File: src/rtl/stopwatch_pkg.sv
package stopwatch_pkg;
  localparam int HOT_W     = 10;
  localparam int BCD_W     = 4;
  localparam int SEG_W     = 7;
  localparam int ONES_LAST = 9;
  localparam int TENS_LAST = 5;

  typedef struct packed {
    logic run;
    logic clear;
  } swStrobe_t;
endpackage

File: src/rtl/stopwatch_ctrl.sv
module stopwatch_ctrl
  import stopwatch_pkg::*;
(
  input  logic      clk,
  input  logic      rst,
  input  logic      startStopN,
  input  logic      clearReq,
  output swStrobe_t strb
);
  logic btnPrev;
  logic running;
  logic pressSeen;

  assign pressSeen = btnPrev & ~startStopN;

  always_ff @(posedge clk) begin
    if (rst) begin
      btnPrev <= 1'b1;
      running <= 1'b0;
    end else begin
      btnPrev <= startStopN;
      running <= running ^ pressSeen;
    end
  end

  always_comb begin
    strb.run   = running;
    strb.clear = ~running & clearReq;
  end

  // a press flips the run state at the edge that sees it
  a_r2_press_toggles: assert property (@(posedge clk) disable iff (rst)
    (btnPrev && !startStopN) |=> (running != $past(running)));

  // a held or released button leaves the run state alone
  a_r2_no_press_holds: assert property (@(posedge clk) disable iff (rst)
    !(btnPrev && !startStopN) |=> $stable(running));
endmodule

File: src/rtl/stopwatch_seg.sv
module stopwatch_seg
  import stopwatch_pkg::*;
(
  input  logic [BCD_W-1:0] digit,
  output logic [SEG_W-1:0] seg
);
  always_comb begin
    case (digit)
      4'd0:    seg = 7'h3F;
      4'd1:    seg = 7'h06;
      4'd2:    seg = 7'h5B;
      4'd3:    seg = 7'h4F;
      4'd4:    seg = 7'h66;
      4'd5:    seg = 7'h6D;
      4'd6:    seg = 7'h7D;
      4'd7:    seg = 7'h07;
      4'd8:    seg = 7'h7F;
      4'd9:    seg = 7'h6F;
      default: seg = 7'h00;
    endcase
  end
endmodule

File: src/rtl/stopwatch_datapath.sv
module stopwatch_datapath
  import stopwatch_pkg::*;
#(
  parameter int PRESCALE = 10
) (
  input  logic             clk,
  input  logic             rst,
  input  swStrobe_t        strb,
  output logic [SEG_W-1:0] tensSeg,
  output logic [SEG_W-1:0] onesSeg,
  output logic [HOT_W-1:0] tenthsHot
);
  localparam int PRE_W = $clog2(PRESCALE + 1);
  localparam logic [PRE_W-1:0] PRE_LAST = PRE_W'(PRESCALE - 1);
  localparam logic [HOT_W-1:0] HOT_ZERO = HOT_W'(1);

  logic [PRE_W-1:0] preCnt;
  logic [HOT_W-1:0] tenthsReg;
  logic [BCD_W-1:0] onesReg;
  logic [BCD_W-1:0] tensReg;
  logic tickNow;
  logic wrapTenths;
  logic wrapOnes;

  assign tickNow    = strb.run && (preCnt == PRE_LAST);
  assign wrapTenths = tickNow && tenthsReg[HOT_W-1];
  assign wrapOnes   = wrapTenths && (onesReg == BCD_W'(ONES_LAST));

  always_ff @(posedge clk) begin
    if (rst || strb.clear) begin
      preCnt    <= '0;
      tenthsReg <= HOT_ZERO;
      onesReg   <= '0;
      tensReg   <= '0;
    end else if (strb.run) begin
      preCnt <= tickNow ? '0 : preCnt + 1'b1;
      if (tickNow)
        tenthsReg <= {tenthsReg[HOT_W-2:0], tenthsReg[HOT_W-1]};
      if (wrapTenths)
        onesReg <= wrapOnes ? '0 : onesReg + 1'b1;
      if (wrapOnes)
        tensReg <= (tensReg == BCD_W'(TENS_LAST)) ? '0 : tensReg + 1'b1;
    end
  end

  logic [1:0][BCD_W-1:0] digVal;
  logic [1:0][SEG_W-1:0] digSeg;
  assign digVal = {tensReg, onesReg};

  for (genvar g = 0; g < 2; g++) begin : g_seg
    stopwatch_seg u_seg (.digit(digVal[g]), .seg(digSeg[g]));
  end

  assign onesSeg   = digSeg[0];
  assign tensSeg   = digSeg[1];
  assign tenthsHot = tenthsReg;

  // exactly one tenths bit is set
  a_r4_one_hot: assert property (@(posedge clk) disable iff (rst)
    $countones(tenthsReg) == 1);

  // a stopped, non-clearing watch holds its count
  a_r3_hold_when_stopped: assert property (@(posedge clk) disable iff (rst)
    (!strb.run && !strb.clear) |=>
      ($stable(tenthsReg) && $stable(onesReg) && $stable(tensReg)));

  // a tenths wrap below 9 seconds-ones bumps ones by one
  a_r5_ones_carry: assert property (@(posedge clk) disable iff (rst)
    (wrapTenths && onesReg != BCD_W'(ONES_LAST)) |=>
      (onesReg == $past(onesReg) + 1'b1) && tenthsReg[0]);

  // the tick after 59.9 returns to 00.0
  a_r6_rollover: assert property (@(posedge clk) disable iff (rst)
    (wrapOnes && tensReg == BCD_W'(TENS_LAST)) |=>
      (tensReg == '0 && onesReg == '0 && tenthsReg == HOT_ZERO));

  // a clear while stopped gives 00.0 one edge later
  a_r7_clear: assert property (@(posedge clk) disable iff (rst)
    strb.clear |=> (tensReg == '0 && onesReg == '0 && tenthsReg == HOT_ZERO));

  // seconds digits stay inside their decimal ranges
  a_r5_bcd_range: assert property (@(posedge clk) disable iff (rst)
    (onesReg <= BCD_W'(ONES_LAST)) && (tensReg <= BCD_W'(TENS_LAST)));
endmodule

File: src/rtl/stopwatch.sv
module stopwatch
  import stopwatch_pkg::*;
#(
  parameter int PRESCALE = 10
) (
  input  logic       clk,
  input  logic       rst,
  input  logic       startStopN,
  input  logic       clearReq,
  output logic [6:0] tensSeg,
  output logic [6:0] onesSeg,
  output logic [9:0] tenthsHot
);
  swStrobe_t strb;

  stopwatch_ctrl u_ctrl (
    .clk(clk), .rst(rst), .startStopN(startStopN), .clearReq(clearReq), .strb(strb)
  );

  stopwatch_datapath #(.PRESCALE(PRESCALE)) u_dp (
    .clk(clk), .rst(rst), .strb(strb),
    .tensSeg(tensSeg), .onesSeg(onesSeg), .tenthsHot(tenthsHot)
  );
endmodule

File: config.mk
export PLATFORM = sky130hd
export DESIGN_NAME = stopwatch
export DESIGN_NICKNAME = d
export VERILOG_FILES = /design/src/rtl/stopwatch_pkg.sv /design/src/rtl/stopwatch_ctrl.sv /design/src/rtl/stopwatch_seg.sv /design/src/rtl/stopwatch_datapath.sv /design/src/rtl/stopwatch.sv
export SDC_FILE = /design/constraint.sdc
export NUM_CORES = 1
export LEC_CHECK = 0
export BUFFER_PORTS_ARGS = -buffer_cell sky130_fd_sc_hd__buf_4
export CAP_MARGIN = 15
export CORE_ASPECT_RATIO = 1.2
export CORE_MARGIN = 2
export CORE_UTILIZATION = 50
export DETAILED_ROUTE_END_ITERATION = 10
export GPL_ROUTABILITY_DRIVEN = 0
export PLACE_DENSITY = 0.73
export SLEW_MARGIN = 40
export SYNTH_ARGS = -nofsm -noshare
export SYNTH_HDL_FRONTEND = slang
export SYNTH_HIERARCHICAL = 1
export SYNTH_SLANG_ARGS = --single-unit
File: constraint.sdc
create_clock -name clk -period 3.55 [get_ports clk]
set_input_delay 0.5325 -clock clk [delete_from_list [all_inputs] [get_ports clk]]
set_output_delay 0.5325 -clock clk [all_outputs]
set_load 0.005 [all_outputs]
==> results_dict.tcl, run 1 <==
set metrics [dict create \
    status "completed" \
    drive_above_1_share 0.212 \
    cts.sinks 24 \
    crit_type "flip-flop to output pin" \
    hpwl_mm 2.12 \
    clockPowerShare 0.395 \
    hold_path_depth 2 \
    pwr-share-seq 0.562 \
    routed_via_density 5.42 \
    min_period_over_period 0.633 \
    p_leak_nw 0.690 \
    diodes 0 \
    powerDensity_nw_per_um2 283 \
    synthTopCellsByArea "dfxtp_1 (31%), ha_1 (13%), a21oi_1 (6.6%), nand2_1 (5.4%), o22ai_1 (4.1%)" \
    cp-end-kind "output pin" \
    layoutNonFillerInstCount 232 \
    worstReg2RegEnd "u_dp/onesReg[1]" \
    synth_edf_count 0 \
    worstRegToRegCells 4 \
    clock_latency_ns 0.31 \
    r2r_slack_ns 1.86 \
    start_kind "flip-flop" \
    dr.pass1.iters 4 \
    p_sw_mw 0.0952 \
    arrival_ns 1.72 \
    fin_skew_ns 0.00654 \
    post_dp_cell_area_um2 1690 \
    r2r-start "u_dp/preCnt[0]" \
    synthCells 178 \
    grt_max_degree 26 \
    drt_wl_total_mm 2.85 \
    std_cell_rows 21 \
    cts-resized-gates 0 \
    ir_worst_vdd_v 0.000182 \
    cts-root-buf "clkbuf_4" \
    clockBufferDepth 2 \
    nets 219 \
    dp_worst_setup_slack_ns 1.67 \
    crit_start "u_dp/tensReg[1]" \
    fmax_ghz 0.445 \
    post_cts_buffers 0 \
    holdWs_ns 0.437 \
    maxCapViolations 0 \
    hold_viol_final 0 \
    grt_pass1_wl_mm 4.80 \
    ys_warn_count 6 \
    cts_htree_levels 1 \
    antenna_found_initial 0 \
    min_from "startStopN" \
    coreArea_um2 2860 \
    track_usage 0.177 \
    clkTransAtPathRegs_ns 0.12 \
    syn_avg_cell_area_um2 8.58 \
    drc 0 \
    post-route-min-period_ns 2.25 \
    ys_seq_elements 24 \
    io_pins 28 \
    synth.largest_area_cell "dfxtp_1" \
    wl_per_cell_um 12.3 \
    place_inst 228 \
    cts_tree "done" \
    finalInstanceArea_um2 1740 \
    synth_top_flop_cell "dfxtp_1" \
    worstPathMaxFanout 11 \
    crit_required_ns 3.02 \
    die_w_um 54.5 \
    setup_viol 0 \
    worstMarginPinSlew_ns 0.531 \
    dr.first_iter.drc_count 26 \
    ctsHoldBuffers 0 \
    die_h_um 64.6 \
    fin_tns_setup_ns 0 \
    rsz0062_at_grt "no" \
    grt_pass1_vias 1143 \
    ys_seq_area_frac 0.314 \
    area_growth_pct 13.8 \
    io_buffers 27 \
    gr-total-overflow 0 \
    drv_slew 0 \
    min_to "u_ctrl/btnPrev" \
    synth_async_sr_flop_share 0 \
    switching_share 0.194 \
    cts_made_buffers 3 \
    syn_nets 198 \
    combPwrFrac 0.043 \
    yosysUniqueCellTypes 41 \
    hold_class "primary input to flip-flop" \
    vias 1258 \
    initial_core_util 0.533 \
    worst_slack_ns 1.30 \
    drtAntennaViolNets 0 \
    synth_top_cell_area_share 0.314 \
    dieArea_um2 3520 \
    p_int_mw 0.396 \
    syn_area_um2 1530 \
    relSlewSlack 0.645 \
]
-- stage by stage --
stage	utilization	power, mW
detailed placement	0.588	0.304
floorplan	-	0.299
CTS	0.607	0.497
global placement	0.588	0.303
finish	0.607	0.492
global route	0.607	0.510
-- area by class of cell --
| class | count | area (µm²) |
|---|---|---|
| Timing Repair Buffer | 27 | 203 |
| Clock inverter | 1 | 30.0 |
| Tap cell | 34 | 42.5 |
| Sequential cell | 24 | 480 |
| Inverter | 15 | 56.3 |
| Clock buffer | 3 | 22.5 |
| Fill cell | 241 | 1130 |
| Multi-Input combinational cell | 128 | 903 |
-- how the worst max path moves through the flow --
stage                     cells past startpoint    endpoint  slack [ns]
after floorplan                               5  onesSeg[0]        1.94
after CTS                                     6  tensSeg[0]        1.30
after detailed placement                      6  tensSeg[0]        1.67
after global placement                        6  onesSeg[0]        1.77
after global routing                          6  tensSeg[0]        1.15
final                                         6  tensSeg[0]        1.30
-- cells in the mapped netlist, drive strengths merged (2+ instances only) --
master	count
a21o	2
a21oi	20
and4b	2
buf	8
clkbuf	3
dfxtp	24
ha	16
inv	15
mux2i	3
nand2	22
nand2b	5
nand3	3
nand3b	2
nand4	2
nand4b	2
nor2	6
nor2b	3
nor3	3
o21a	2
o21ai	6
o22ai	10
or2	2
or3	4
xnor2	2
xor2	2
-- worst max-delay path, cell delays in order, from the launching register on --
cell and delay [ns]:
dfxtp_1 0.58, inv_2 0.12, ha_1 0.20, nor2_1 0.11, a21oi_1 0.08, o22ai_1 0.19
buf_4 0.14
-- routing by layer --
metal  vias up  wire, µm  part of all wire  global-route usage
met5         -         0                 0                   0
met4         0        19            0.0067              0.0656
met3         2        71             0.025              0.0323
met2        18      1460              0.51               0.301
met1       580      1300              0.46               0.213
li1        658         -                 -                   -
-- layout by cell type (no fill, tap or decap) --
master / instances
nand4_1: 2
nand2_1: 22
nand2b_4: 2
a21o_2: 2
mux2i_1: 3
nand2b_1: 3
nand3b_1: 2
nand3_1: 3
nor2b_4: 1
o41ai_1: 1
ha_1: 16
xor2_1: 2
a21oi_1: 20
inv_2: 2
a2111oi_2: 1
bufinv_16: 1
buf_4: 27
clkbuf_4: 3
o31ai_1: 1
o211ai_1: 1
dfxtp_1: 24
o311ai_1: 1
nor2_1: 6
inv_1: 13
or2_1: 1
a311oi_1: 1
mux2_4: 1
o21a_1: 2
or4_1: 1
or2_2: 1
o21ai_0: 6
or3_1: 4
xnor2_1: 2
nor2b_1: 2
nand4b_1: 1
o22ai_1: 10
and4b_1: 2
nand4b_4: 1
nor3_1: 3
a41oi_1: 1
-- flip-flops by register name (all words and copies together), names as in the netlist --
signal,flops
u_dp/onesReg,4
u_ctrl/btnPrev,1
u_dp/tenthsHot,10
u_dp/tensReg,4
u_ctrl/running,1
u_dp/preCnt,4
-- cell families (layout without fill, tap and decap cells) --
group / Yosys count / count (layout) / synth area share
AO/OA/AOI/OAI: 47 / 47 / 0.190
XOR/XNOR: 4 / 4 / 0.0229
adder cells (fa/ha/maj): 16 / 16 / 0.131
buffers and inverters: 26 / 46 / 0.0942
flip-flops: 24 / 24 / 0.314
multiplexers: 4 / 4 / 0.0295
AND/OR/NAND/NOR: 57 / 57 / 0.218
-- power groups by stage --
stage | registers (mW) | logic [mW] | clock network [mW]
5_1_grt | 0.277 | 0.0238 | 0.209
6_report | 0.276 | 0.0211 | 0.194
3_3_place_gp | 0.282 | 0.0205 | 0
2_1_floorplan | 0.280 | 0.0191 | 0
4_1_cts | 0.277 | 0.0213 | 0.199
3_5_place_dp | 0.283 | 0.0211 | 0
Note: power is estimated with default switching activity, not from simulation.
==> inputs of run 2 (changes only) <==
==> constraint.sdc (replaced) <==
create_clock -name clk -period 2.25 [get_ports clk]
set_input_delay 0.3375 -clock clk [delete_from_list [all_inputs] [get_ports clk]]
set_output_delay 0.3375 -clock clk [all_outputs]
set_load 0.005 [all_outputs]
==> results_dict.tcl, run 2 (synthesized netlist as in run 1, its figures left out) <==
set metrics [dict create \
    post_cts_buffers 0 \
    std_cell_rows 21 \
    ctsHoldBuffers 0 \
    finalInstanceArea_um2 1740 \
    dieArea_um2 3520 \
    hpwl_mm 2.20 \
    r2r-start "u_dp/preCnt[0]" \
    io_pins 28 \
    fill_cells 267 \
    regArea_um2 480 \
    clock_latency_ns 0.32 \
    min_period_over_period 0.903 \
    cts.sinks 24 \
    drv_slew 0 \
    grt_max_degree 26 \
    multiInputGateArea_um2 903 \
    wl_met1_mm 1.23 \
    diodes 0 \
    nets 219 \
    setup_viol 0 \
    start_kind "flip-flop" \
    cts-resized-gates 0 \
    drtAntennaViolNets 0 \
    coreArea_um2 2860 \
    initial_core_util 0.533 \
    p_leak_nw 0.690 \
    dr.first_iter.drc_count 36 \
    dr_wl_met3_um 85 \
    dr.pass1.iters 4 \
    fin_skew_ns 0.00838 \
    hold_class "primary input to flip-flop" \
    gr-total-overflow 0 \
    grt_pass1_wl_mm 4.95 \
    final_common_cell "buf_4" \
    drive_above_1_share 0.212 \
    largest_reg_flops 10 \
    post-route-min-period_ns 2.03 \
    post_dp_cell_area_um2 1690 \
    arrival_ns 1.69 \
    antenna_found_initial 0 \
    ir_worst_vdd_v 0.000511 \
    hold_viol_final 0 \
    worstMarginPinSlew_ns 0.535 \
    cts_made_buffers 3 \
    maxCapViolations 0 \
    die_w_um 54.5 \
    clkTransAtPathRegs_ns 0.12 \
    fmax_ghz 0.492 \
    powerDensity_nw_per_um2 448 \
    cts_htree_levels 1 \
    area_growth_pct 13.8 \
    wl_per_cell_um 12.7 \
    grt_pass1_vias 1154 \
    drt_wl_total_mm 2.94 \
    fin_tns_setup_ns 0 \
    cts-root-buf "clkbuf_4" \
    min_from "startStopN" \
    crit_required_ns 1.91 \
    routed_via_density 5.60 \
    clockBufferDepth 2 \
    crit_type "flip-flop to output pin" \
    cp-end-kind "output pin" \
    worstPathMaxFanout 11 \
    crit_start "u_dp/tensReg[1]" \
    rsz0062_at_grt "no" \
    final_cell_mix "buf_4 (27), dfxtp_1 (24), nand2_1 (22), a21oi_1 (20), ha_1 (16)" \
    die_h_um 64.6 \
    status "completed" \
    relSlewSlack 0.643 \
    top_layer "met4" \
    wl_met2_mm 1.58 \
    track_usage 0.185 \
    cts_tree "done" \
    drc 0 \
    io_buffers 27 \
    vias 1300 \
]
-- run 2: per-stage QoR --
stage / hold WS, ns / util / setup WS (ns) / cells / power [mW]
after global placement: 0.454 / 0.588 / 0.641 / 228 / 0.478
after detailed placement: 0.466 / 0.588 / 0.569 / 228 / 0.480
after CTS: 0.223 / 0.607 / 0.200 / 232 / 0.787
after floorplan: 0.435 / - / 0.834 / 178 / 0.471
final: 0.234 / 0.607 / 0.219 / 232 / 0.778
after global routing: 0.233 / 0.607 / 0.0911 / 232 / 0.808
-- run 2: worst max-delay path, cell delays in order, from the launching register on --
cell	delay, ns
dfxtp_1	0.60
inv_2	0.12
ha_1	0.20
nor2_1	0.10
a21oi_1	0.06
o22ai_1	0.17
buf_4	0.13
-- run 2: final timing paths --
path,depth (start not counted),endpoint,slack (ns)
worst max-delay path,6,tensSeg[3],0.22
worst min-delay path,2,u_ctrl/btnPrev,0.23
worst max register to register,4,u_dp/onesReg[2],0.55
worst min register to register,2,u_dp/tenthsHot[3],0.48
-- run 2: cell type report --
class / instances / share of cell area
Multi-Input combinational cell: 128 / 0.520
Sequential cell: 24 / 0.276
Tap cell: 34 / 0.0245
Inverter: 15 / 0.0324
Clock buffer: 3 / 0.0130
Clock inverter: 1 / 0.0173
Timing Repair Buffer: 27 / 0.117
-- run 2: layer usage --
layer / vias to the layer above / global-route usage
met5: - / 0
met4: 0 / 0.0719
met3: 4 / 0.0230
met2: 29 / 0.322
met1: 608 / 0.223
li1: 659 / -
-- run 2: power breakdown --
part	internal, mW	switching (mW)	leakage [nW]
logic	0.0163	0.0180	0.468
clock network	0.180	0.127	0.0279
registers	0.429	0.00730	0.194
==> inputs of run 3 (changes only) <==
--- a/config.mk
+++ b/config.mk
@@ -12,7 +12,7 @@
 export CORE_UTILIZATION = 50
 export DETAILED_ROUTE_END_ITERATION = 10
 export GPL_ROUTABILITY_DRIVEN = 0
-export PLACE_DENSITY = 0.73
+export PLACE_DENSITY = 0.84
 export SLEW_MARGIN = 40
 export SYNTH_ARGS = -nofsm -noshare
 export SYNTH_HDL_FRONTEND = slang
==> results_dict.tcl, run 3 (synthesized netlist as in run 1, its figures left out) <==
set metrics [dict create \
    area_growth_pct 13.2 \
    cts.sinks 24 \
    clkTransAtPathRegs_ns 0.12 \
    drc 0 \
    drt_wl_total_mm 2.66 \
    multiInputGateArea_um2 903 \
    vias 1268 \
    arrival_ns 1.67 \
    cts_tree "done" \
    ctsHoldBuffers 0 \
    routed_via_density 5.44 \
    rsz0062_at_grt "no" \
    io_buffers 27 \
    regArea_um2 480 \
    fmax_ghz 0.499 \
    dr.pass1.iters 4 \
    worstMarginPinSlew_ns 0.512 \
    met2_usage 0.274 \
    dr.first_iter.drc_count 17 \
    powerDensity_nw_per_um2 399 \
    die_h_um 64.6 \
    hpwl_mm 1.90 \
    wl_per_cell_um 11.4 \
    dieArea_um2 3520 \
    relSlewSlack 0.658 \
    antenna_found_initial 0 \
    die_w_um 54.5 \
    io_pins 28 \
    status "completed" \
    hold_viol_final 0 \
    crit_type "flip-flop to output pin" \
    worstPathMaxFanout 11 \
    grt_max_degree 26 \
    crit_required_ns 1.91 \
    drv_slew 0 \
    top_usage_layer "met2" \
    final_common_cell "buf_4" \
    holdWs_ns 0.242 \
    clockBufferDepth 2 \
    coreArea_um2 2860 \
    clock_latency_ns 0.30 \
    grtUsageMet3 0.0230 \
    fin_skew_ns 0.00260 \
    post-route-min-period_ns 2.00 \
    p_leak_nw 0.689 \
    cts-resized-gates 0 \
    largest_reg_flops 10 \
    std_cell_rows 21 \
    grt_pass1_wl_mm 4.42 \
    diodes 0 \
    hold_class "primary input to flip-flop" \
    gr-usage-met1 0.206 \
    cts_htree_levels 1 \
    setup_viol 0 \
    final_cell_mix "buf_4 (28), dfxtp_1 (24), nand2_1 (22), a21oi_1 (20), ha_1 (16)" \
    drive_above_1_share 0.216 \
    fill_cells 265 \
    cts_made_buffers 3 \
    min_period_over_period 0.891 \
    ir_worst_vdd_v 0.000423 \
    cts-root-buf "clkbuf_4" \
    post_cts_buffers 0 \
    maxCapViolations 0 \
    grt_pass1_vias 1072 \
    fin_tns_setup_ns 0 \
    start_kind "flip-flop" \
    drtAntennaViolNets 0 \
    nets 220 \
    initial_core_util 0.533 \
    gr-total-overflow 0 \
    track_usage 0.163 \
    cp-end-kind "output pin" \
]
## run 3: cell types whose count changed in the layout (fill, tap and decap cells not counted)
cell,change
buf_4,+1
bufinv_16,-1
clkbuf_8,+1
## run 3: area by class of cell
| type | count | area share |
|---|---|---|
| clock buffer | 4 | 0.0210 |
| inverter | 15 | 0.0326 |
| multi-input combinational | 128 | 0.522 |
| sequential | 24 | 0.278 |
| tap | 34 | 0.0246 |
| timing repair buffer | 28 | 0.122 |
## run 3: final timing paths
path,endpoint,slack (ns),startpoint,depth (start not counted)
setup / recovery,onesSeg[3],0.25,u_dp/onesReg[1],6
hold / removal,u_ctrl/btnPrev,0.24,startStopN,2
setup reg to reg,u_dp/onesReg[1],0.55,u_dp/onesReg[1],5
hold reg to reg,u_dp/tenthsHot[8],0.48,u_dp/tenthsHot[7],2
## run 3: critical path, stage by stage (launching register included)
cell     delay [ns]
dfxtp_1        0.59
inv_2          0.12
ha_1           0.20
nor2_1         0.10
a21oi_1        0.07
o22ai_1        0.17
buf_4          0.13
## run 3: metrics by stage
stage                      util  setup WS [ns]  std cells  total power [mW]  area, µm²
after floorplan               -          0.834        178             0.471       1530
after global placement    0.591          0.614        229             0.478       1690
after detailed placement  0.591          0.569        229             0.480       1690
after CTS                 0.604          0.246        233             0.697       1730
after global routing      0.604         0.0687        233             0.717       1730
final                     0.604          0.246        233             0.690       1730
## run 3: report_power, final
part / internal, mW / switching [mW]
combinational: 0.0163 / 0.0173
sequential: 0.429 / 0.00710
clock: 0.0987 / 0.121
## run 3: routing by layer
metal,part of all wire,vias to the layer above,wire [µm]
met4,0.0060,0,16
met5,0,-,0
met2,0.49,27,1290
li1,-,659,-
met3,0.039,2,103
met1,0.47,580,1240
